===== src/rtl/wdiv_pkg.sv =====
package wdiv_pkg;

    // Controller phases; the idle phase must encode as zero for reset.
    typedef enum logic [2:0] {
        ST_IDLE   = 3'd0,
        ST_CHECK  = 3'd1,
        ST_NORM   = 3'd2,
        ST_REDUCE = 3'd3,
        ST_FINISH = 3'd4
    } wdiv_state_e;

endpackage


===== src/rtl/wdiv_operand_prep.sv =====
// Converts the operands to magnitudes and reports their signs.
module wdiv_operand_prep #(
    parameter int DW = 64
) (
    input  logic              signed_mode_i,
    input  logic [2*DW-1:0]   dividend_i,
    input  logic [DW-1:0]     divisor_i,
    output logic [2*DW-1:0]   mag_dividend_o,
    output logic [DW-1:0]     mag_divisor_o,
    output logic              neg_dividend_o,
    output logic              neg_divisor_o
);
    localparam int W2 = 2 * DW;

    always_comb begin
        neg_dividend_o = signed_mode_i & dividend_i[W2-1];
        neg_divisor_o  = signed_mode_i & divisor_i[DW-1];
        mag_dividend_o = neg_dividend_o ? (~dividend_i + W2'(1)) : dividend_i;
        mag_divisor_o  = neg_divisor_o  ? (~divisor_i  + DW'(1)) : divisor_i;
    end

endmodule


===== src/rtl/wdiv_step.sv =====
// Datapath for one cycle: the normalise compare/shift-up and the
// restoring reduce step (shift down, trial subtract, quotient bit).
module wdiv_step #(
    parameter int DW = 64
) (
    input  logic [2*DW-1:0] acc_i,
    input  logic [2*DW:0]   dsh_i,
    input  logic [2*DW-1:0] q_i,
    output logic            fits_o,
    output logic [2*DW:0]   dsh_up_o,
    output logic [2*DW:0]   dsh_dn_o,
    output logic [2*DW-1:0] acc_o,
    output logic [2*DW-1:0] q_o
);
    localparam int W2 = 2 * DW;

    logic [W2:0] acc_ext;
    logic [W2:0] diff;
    logic        borrow;

    always_comb begin
        acc_ext  = {1'b0, acc_i};
        fits_o   = (dsh_i <= acc_ext);
        dsh_up_o = {dsh_i[W2-1:0], 1'b0};
        dsh_dn_o = {1'b0, dsh_i[W2:1]};
        // both operands are below 2^W2, so the extra top bit is the borrow
        diff     = acc_ext - dsh_dn_o;
        borrow   = diff[W2];
        acc_o    = borrow ? acc_i : diff[W2-1:0];
        q_o      = {q_i[W2-2:0], ~borrow};
    end

endmodule


===== src/rtl/wdiv_result_fix.sv =====
// Applies signs to the magnitude results and detects quotient overflow.
module wdiv_result_fix #(
    parameter int DW = 64
) (
    input  logic              signed_mode_i,
    input  logic [2*DW-1:0]   q_mag_i,
    input  logic [DW-1:0]     r_mag_i,
    input  logic              neg_q_i,
    input  logic              neg_r_i,
    output logic [DW-1:0]     quotient_o,
    output logic [DW-1:0]     remainder_o,
    output logic              overflow_o
);
    localparam int W2 = 2 * DW;
    localparam logic [W2-1:0] POS_LIMIT = {{(DW+1){1'b0}}, {(DW-1){1'b1}}};
    localparam logic [W2-1:0] NEG_LIMIT = POS_LIMIT + W2'(1);

    logic upper_set;

    always_comb begin
        upper_set = |q_mag_i[W2-1:DW];
        if (signed_mode_i) begin
            overflow_o = neg_q_i ? (q_mag_i > NEG_LIMIT) : (q_mag_i > POS_LIMIT);
        end else begin
            overflow_o = upper_set;
        end
        quotient_o  = neg_q_i ? (~q_mag_i[DW-1:0] + DW'(1)) : q_mag_i[DW-1:0];
        remainder_o = neg_r_i ? (~r_mag_i + DW'(1)) : r_mag_i;
    end

endmodule


===== src/rtl/wide_divider.sv =====
module wide_divider
    import wdiv_pkg::*;
#(
    parameter int DW = 64
) (
    input  logic          clk,
    input  logic          rst_n,
    input  logic          start,
    input  logic          signed_mode,
    input  logic [DW-1:0] dividend_hi,
    input  logic [DW-1:0] dividend_lo,
    input  logic [DW-1:0] divisor,
    output logic [DW-1:0] quotient,
    output logic [DW-1:0] remainder,
    output logic          div_err,
    output logic          done
);
    localparam int W2 = 2 * DW;
    localparam int NW = $clog2(W2 + 1);

    typedef struct packed {
        wdiv_state_e    st;
        logic [NW-1:0]  n;
        logic [W2:0]    dsh;
        logic [W2-1:0]  acc;
        logic [W2-1:0]  q;
        logic           sgn;
        logic           negq;
        logic           negr;
        logic [DW-1:0]  quo;
        logic [DW-1:0]  rem;
        logic           err;
        logic           done;
    } regs_t;

    regs_t r_q, r_d;

    logic [W2-1:0] mag_dd;
    logic [DW-1:0] mag_dv;
    logic          neg_dd, neg_dv;
    logic          fits;
    logic [W2:0]   dsh_up, dsh_dn;
    logic [W2-1:0] acc_nx, q_nx;
    logic [DW-1:0] fix_q, fix_r;
    logic          ovf;
    logic          running;

    wdiv_operand_prep #(.DW(DW)) u_prep (
        .signed_mode_i  (signed_mode),
        .dividend_i     ({dividend_hi, dividend_lo}),
        .divisor_i      (divisor),
        .mag_dividend_o (mag_dd),
        .mag_divisor_o  (mag_dv),
        .neg_dividend_o (neg_dd),
        .neg_divisor_o  (neg_dv)
    );

    wdiv_step #(.DW(DW)) u_step (
        .acc_i    (r_q.acc),
        .dsh_i    (r_q.dsh),
        .q_i      (r_q.q),
        .fits_o   (fits),
        .dsh_up_o (dsh_up),
        .dsh_dn_o (dsh_dn),
        .acc_o    (acc_nx),
        .q_o      (q_nx)
    );

    wdiv_result_fix #(.DW(DW)) u_fix (
        .signed_mode_i (r_q.sgn),
        .q_mag_i       (r_q.q),
        .r_mag_i       (r_q.acc[DW-1:0]),
        .neg_q_i       (r_q.negq),
        .neg_r_i       (r_q.negr),
        .quotient_o    (fix_q),
        .remainder_o   (fix_r),
        .overflow_o    (ovf)
    );

    assign running = (r_q.st != ST_IDLE);

    always_comb begin
        r_d      = r_q;
        r_d.done = 1'b0;
        unique case (r_q.st)
            ST_IDLE: begin
                if (start) begin
                    r_d.st   = ST_CHECK;
                    r_d.acc  = mag_dd;
                    r_d.dsh  = {{(W2+1-DW){1'b0}}, mag_dv};
                    r_d.q    = '0;
                    r_d.n    = '0;
                    r_d.sgn  = signed_mode;
                    r_d.negq = neg_dd ^ neg_dv;
                    r_d.negr = neg_dd;
                end
            end
            ST_CHECK: begin
                if (r_q.dsh == '0) begin
                    r_d.st   = ST_IDLE;
                    r_d.done = 1'b1;
                    r_d.err  = 1'b1;
                    r_d.quo  = '0;
                    r_d.rem  = '0;
                end else begin
                    r_d.st = ST_NORM;
                end
            end
            ST_NORM: begin
                if (fits && (r_q.n < NW'(W2))) begin
                    r_d.dsh = dsh_up;
                    r_d.n   = r_q.n + NW'(1);
                end else if (r_q.n == '0) begin
                    r_d.st = ST_FINISH;
                end else begin
                    r_d.st = ST_REDUCE;
                end
            end
            ST_REDUCE: begin
                r_d.dsh = dsh_dn;
                r_d.acc = acc_nx;
                r_d.q   = q_nx;
                r_d.n   = r_q.n - NW'(1);
                if (r_q.n == NW'(1)) begin
                    r_d.st = ST_FINISH;
                end
            end
            ST_FINISH: begin
                r_d.st   = ST_IDLE;
                r_d.done = 1'b1;
                r_d.err  = ovf;
                r_d.quo  = ovf ? '0 : fix_q;
                r_d.rem  = ovf ? '0 : fix_r;
            end
            default: begin
                r_d.st = ST_IDLE;
            end
        endcase
    end

    always_ff @(posedge clk or negedge rst_n) begin
        if (!rst_n) begin
            r_q <= '0;
        end else begin
            r_q <= r_d;
        end
    end

    assign quotient  = r_q.quo;
    assign remainder = r_q.rem;
    assign div_err   = r_q.err;
    assign done      = r_q.done;

endmodule


===== config.mk =====
export PLATFORM = sky130hd
export DESIGN_NAME = wide_divider
export DESIGN_NICKNAME = d
export VERILOG_FILES = /design/src/rtl/wdiv_pkg.sv /design/src/rtl/wdiv_operand_prep.sv /design/src/rtl/wdiv_step.sv /design/src/rtl/wdiv_result_fix.sv /design/src/rtl/wide_divider.sv
export SDC_FILE = /design/constraint.sdc
export NUM_CORES = 2
export LEC_CHECK = 0
export BUFFER_PORTS_ARGS = -buffer_cell sky130_fd_sc_hd__buf_2
export CORE_UTILIZATION = 56
export CTS_CLUSTER_SIZE = 10
export DETAILED_ROUTE_END_ITERATION = 6
export PLACE_DENSITY_LB_ADDON = 0.12
export SKIP_LAST_GASP = 1
export SLEW_MARGIN = 10
export SYNTH_ARGS = -nofsm -noshare
export SYNTH_HDL_FRONTEND = slang
export SYNTH_SLANG_ARGS = --single-unit

===== constraint.sdc =====
create_clock -name clk -period 3.46 [get_ports clk]
set_clock_uncertainty 0.05 [all_clocks]
set_input_delay 0 -clock clk [delete_from_list [all_inputs] [get_ports clk]]
set_output_delay 0 -clock clk [all_outputs]
set_load 0.03 [all_outputs]

== Word-level counts from Yosys, hierarchy flattened ==
Index checks and enable logic that the tools add are counted.

* Output and inout bits: 130
* Register bits: 529
* Logic and storage cells: 76
* Input port bits: 196

* Multiplexer cells: 20
* Magnitude comparators: 4
* Reductions and logical operators: 14
* Add/subtract/negate cells: 7
* Bitwise logic cells: 8
* Equal/unequal tests: 11

{| class="wikitable"
|+ Operators with widths
! operator !! count
|-
| 256-bit case mux with 2 select lines || 1
|-
| 137-bit case mux with 3 select lines || 1
|-
| 399-bit two-way mux || 1
|-
| 64-bit two-way mux || 5
|-
| 130-bit case mux with 2 select lines || 1
|-
| 128-bit two-way mux || 2
|-
| 64-bit by 1-bit adder with 64-bit output, second input constant || 3
|-
| 64-bit NOT || 3
|-
| 137-bit two-way mux || 1
|-
| 130-bit two-way mux || 1
|-
| 129-bit by 128-bit <= comparator with 1-bit output || 1
|-
| 129-bit logical NOT || 1
|-
| 128-bit by 128-bit subtractor with 129-bit output || 1
|-
| 128-bit by 1-bit adder with 128-bit output, second input constant || 1
|-
| 128-bit by 63-bit greater-than comparator with 1-bit output, second input constant || 1
|-
| 128-bit by 64-bit greater-than comparator with 1-bit output, second input constant || 1
|-
| 128-bit NOT || 1
|-
| 64-bit OR reduction || 1
|-
| 2-bit != test, second input constant || 6
|-
| 3-bit case mux with 4 select lines || 1
|-
| 3-bit two-way mux || 3
|-
| 3-bit AND reduction || 3
|-
| 8-bit by 1-bit adder with 8-bit output, second input constant || 1
|-
| 8-bit by 1-bit equality test with 1-bit output, second input constant || 1
|-
| other kinds (16) || 22
|}

== Longest topological paths before layout ==
* Depth after elaboration: 5
* Mapped depth: 17
* Mapped depth without buffers: 15

== Cells and area by module ==
A second synthesis with hierarchy kept.

* Cells, all modules: 6340
* Area, all modules: 48811.8 um2

{| class="wikitable"
|+ By module, submodules not included
! module !! sequential area each (um2) !! times used !! area an instance (um2) !! cells an instance
|-
| wide_divider || 13237.7 || 1 || 24519.8 || 2572
|-
| wdiv_step || 0.0 || 1 || 16370.7 || 2552
|-
| wdiv_operand_prep || 0.0 || 1 || 4855.9 || 781
|-
| wdiv_result_fix || 0.0 || 1 || 3065.4 || 435
|}

== Worst setup path after synthesis ==
Ideal clock, no wire load.

* Path kind: register -> register
* Start: register r_q[443] (netlist name)
* End: register r_q[366] (netlist name)
* Library setup time: 133 ps
* Buffers on the path: 3
* Path slack: -300 ps
* Clock period less this slack: 3760 ps
* Cell stages (with the launch flop): 17
* Arrival: 3577 ps
* Required time: 3277 ps
* Cell sequence: dfrtp_1 inv_1 ha_1 clkbuf_1 nand2_1 nor4_1 and3_1 nand3_1 or3_1 o22a_1 and3_1 a21oi_1 a21oi_1 clkbuf_1 clkbuf_1 a221oi_1 a21oi_1

* Longest elaborated chain between the ends: 3
* Elaborated cells between the ends (all ways): 5
* Those cells by class: 1 x add/sub; 1 x eq/ne; 2 x mux; 1 x reduce/logical

{| class="wikitable"
|+ Ends and longest elaborated chain
! item !! RTL line !! RTL
|-
| start, declared || wide_divider.sv:36 || <nowiki>regs_t r_q, r_d;</nowiki>
|-
| start signal, assigned || wide_divider.sv:145 || <nowiki>r_q <= r_d;</nowiki>
|-
| 128-bit by 128-bit subtractor with 129-bit output (*) || wdiv_step.sv:27 || <nowiki>diff = acc_ext - dsh_dn_o;</nowiki>
|-
| 128-bit two-way mux or 2-bit != test (tied branches) || n/a ||
|-
| 256-bit case mux with 2 select lines or 3-bit AND reduction (tied branches) || n/a ||
|}

Mark *: on every way between the ends. The rest lies on a longest branch, timed or not. The select of a mux whose other input is x is not followed.
A chain may end at the register's enable or synchronous reset.

== Worst setup path in the final report ==
* Start: register r_q[283] (netlist name)
* End: register r_q (netlist bit remainder[51])

* Longest elaborated chain between the ends: 5

{| class="wikitable"
|+ Ends and longest elaborated chain
! item !! RTL line !! RTL
|-
| 64-bit NOT || wdiv_result_fix.sv:28 || <nowiki>remainder_o = neg_r_i ? (~r_mag_i + DW'(1)) : r_mag_i;</nowiki>
|-
| 64-bit by 1-bit adder with 64-bit output || wdiv_result_fix.sv:28 ||
|-
| 64-bit two-way mux || wdiv_result_fix.sv:28 ||
|-
| 64-bit two-way mux || wide_divider.sv:133 || <nowiki>r_d.rem = ovf ? '0 : fix_r;</nowiki>
|-
| 130-bit case mux with 2 select lines || wide_divider.sv:85 || <nowiki>unique case (r_q.st)</nowiki>
|}

No other way between the ends.

==> flow_summary.toml <==
[synthesis]
synth_nets = 5552
async_flop_share = 1.00
synth.avg_cell_area_um2 = 8.24
synth_flop_cell = "dfrtp_1"
yosysWarnings = 0
synthCells = 5091
yosysSeqAreaShare = 0.315
synth_seq_cells = 529
synth_edf_count = 0
ys_types = 81
synth_area_um2 = 42000

[critical_path]
worstSetupPathType = "flop to flop"
crit_path_end_kind = "flop"
ff2ff_path_depth = 13
r2r-end = "remainder[51]"
crit_required_ns = 3.89
cp-startpoint = "r_q[283]"
timing.rr.start = "r_q[283]"
cp.arrival_ns = 4.47
crit_path_start_kind = "flop"
ff2ff_setup_slack_ns = -0.58
path_max_fanout = 8

[cells_and_area]
nets = 6928
final_cell_mix = "buf_4 (1041), dfrtp_1 (524), nand2_1 (455)"
mostFrequentLayoutCell = "buf_4"
final_core_util = 0.805
area_growth_pct = 42.5
layoutNonFillerInstCount = 7476
drive_above_1_share = 0.313

[timing]
timing.fmax_mhz = 248
slew_viol_final = 0
worst_pin_slew_ns = 1.23
setup_viol = 398
finalHoldViolations = 0
timing.final.ws_setup_ns = -0.580
fin_hold_ws_ns = 0.0202
period_needed_ns = 4.04
rsz0062_at_grt = "true"
slew_headroom = 0.182
fin_crit_sh = 1.17
tns_ns = -134.69

[power_and_ir_drop]
power_density_nw_per_um2 = 237
leakage_nw = 29.2
peakVddDrop_v = 0.000343

[global_routing]
overflow = 0
grt_pass1_vias = 45954
grt_pass1_wl_um = 269000
antenna_found_initial = 6
grt_usage = 0.463
grt_max_degree = 195

[floorplanning]
die_x_um = 276
die_h_um = 276
core-area_um2 = 74300
fp-row-count = 100
die_area_um2 = 76000
start_util = 0.565
ioPinCount = 326

[placed_design]
gp_congestion = 1.08
place_inst = 7038
place_hpwl_um = 122000
port-buffer-count = 325

[hold_path]
hold_start = "dividend_lo[42]"
min_path_cells = 6
hp-class = "input port to flop"
min_to = "r_q[303]"

[clock_tree]
clk_latency_ns = 0.64
cts_tree = "done"
cts_max_path_buffers = 3
root_buffer = "clkbuf_16"
cts.sinks = 529
clkTransAtPathRegs_ns = 0.06
cts_buffers = 67
cts-htree-levels = 3

[routing]
ant_nets = 0
vias = 48835
drcViolationCount = 4
via_per_inst = 6.53
avgRoutedWirePerCell_um = 25.3
drt_iter0_markers = 6562
wl_um = 189000
first_pass_iters = 7

[run]
drv_cap = 0

[status]
status = "finished with violations"
violations = "DRC, setup timing"
[synth_stat cells (17+ instances only)]
| library cell | number | area (µm²) |
|---|---|---|
| a221oi_1 | 98 | 858 |
| nand3_1 | 39 | 195 |
| o21a_1 | 20 | 150 |
| inv_1 | 318 | 1190 |
| dfrtp_1 | 529 | 13200 |
| nor4_1 | 98 | 613 |
| or2_2 | 20 | 125 |
| o21bai_1 | 36 | 270 |
| o41ai_1 | 33 | 289 |
| a211oi_1 | 17 | 128 |
| a21o_1 | 124 | 931 |
| or3_1 | 52 | 325 |
| ha_1 | 264 | 3300 |
| o21ai_0 | 373 | 1870 |
| o22ai_1 | 72 | 450 |
| nor2_1 | 326 | 1220 |
| a21oi_1 | 487 | 2440 |
| buf_4 | 128 | 961 |
| nand2b_1 | 25 | 156 |
| o31ai_1 | 148 | 1110 |
| nor2b_1 | 17 | 106 |
| nand4_1 | 104 | 651 |
| nor3_1 | 86 | 430 |
| a31oi_1 | 30 | 188 |
| xnor2_1 | 240 | 2100 |
| clkbuf_1 | 253 | 950 |
| nand2_1 | 491 | 1840 |
| or4_1 | 25 | 188 |
| mux2i_1 | 132 | 1320 |
| xor2_1 | 190 | 1660 |
| a22o_1 | 125 | 1090 |
[metal layers]
| layer | up-vias | track usage | share of wire |
|---|---|---|---|
| li1 | 21161 | - | - |
| met1 | 23151 | 0.577 | 0.36 |
| met2 | 3518 | 0.706 | 0.43 |
| met3 | 999 | 0.115 | 0.12 |
| met4 | 6 | 0.320 | 0.085 |
| met5 | - | 0 | 0.00022 |
[state kept, by name, summed over array words and instances, names as in the netlist]
| register | flops |
|---|---|
| r_q | 399 |
| done | 1 |
| quotient | 64 |
| div_err | 1 |
| remainder | 64 |
[area by class of cell]
cell class	instances	area, µm²
flip-flops and latches	529	13200
inverters	318	1210
well taps	969	1210
clock inverters	14	190
fillers	4821	14500
multi-input cells	3849	27900
repair buffers	1702	14200
clock buffers	90	1850
diodes	5	12.5
[repair_timing]
| item | in CTS | in global routing |
|---|---|---|
| resized for setup | 421 | 281 |
| pin swaps | 162 | 70 |
| hold endpoints to repair | 709 | 1 |
| setup buffers | 51 | 24 |
| hold buffers | 200 | 1 |
| gates cloned | 30 | 26 |
| endpoints found under the setup margin | 398 | 398 |
[worst max-delay path by stage]
stage / end
after floorplan: remainder[55]
after global placement: r_q[380]
after detailed placement: r_q[380]
after CTS: remainder[51]
after global routing: remainder[51]
final: remainder[51]
[report_power, final]
group | total [mW] | leakage, nW | switching [mW] | internal [mW]
logic | 1.18 | 21.7 | 0.681 | 0.494
registers | 6.19 | 6.59 | 0 | 6.19
clock network | 6.78 | 1.00 | 3.00 | 3.78
total | 14.1 | 29.2 | 3.68 | 10.5
[logic make-up (layout without fill, tap and decap cells)]
kind of cell,count (synthesis),count (layout),share of synthesized area
AO/OA/AOI/OAI,1672,1673,0.256
XOR/XNOR,430,430,0.0897
adder cells (fa/ha/maj),265,265,0.0792
buffers and inverters,714,2124,0.0755
flip-flops,529,529,0.315
multiplexers,133,133,0.0317
other,0,5,0
AND/OR/NAND/NOR,1348,1348,0.153
[critical path, stage by stage, from the launching register on]
cell	delay, ns
dfrtp_1	0.41
buf_6	0.13
or4_4	0.52
or4_4	0.44
or3_4	0.37
nor4_4	0.19
nand2_1	0.14
or3_4	0.39
or2_4	0.26
nor4_4	0.23
nand2_4	0.22
o41ai_2	0.28
xnor2_1	0.16
o21ai_1	0.09
[metrics by stage]
step	power, mW	instance area, µm²	worst slack (ns)
floorplan	6.61	42100	-0.0920
finish	14.1	59800	-0.580
CTS	14.1	57800	-0.503
global placement	7.19	51300	-0.545
detailed placement	7.20	51300	-0.617
global route	14.5	59800	-0.654
Power figures use the tool's default switching activity.
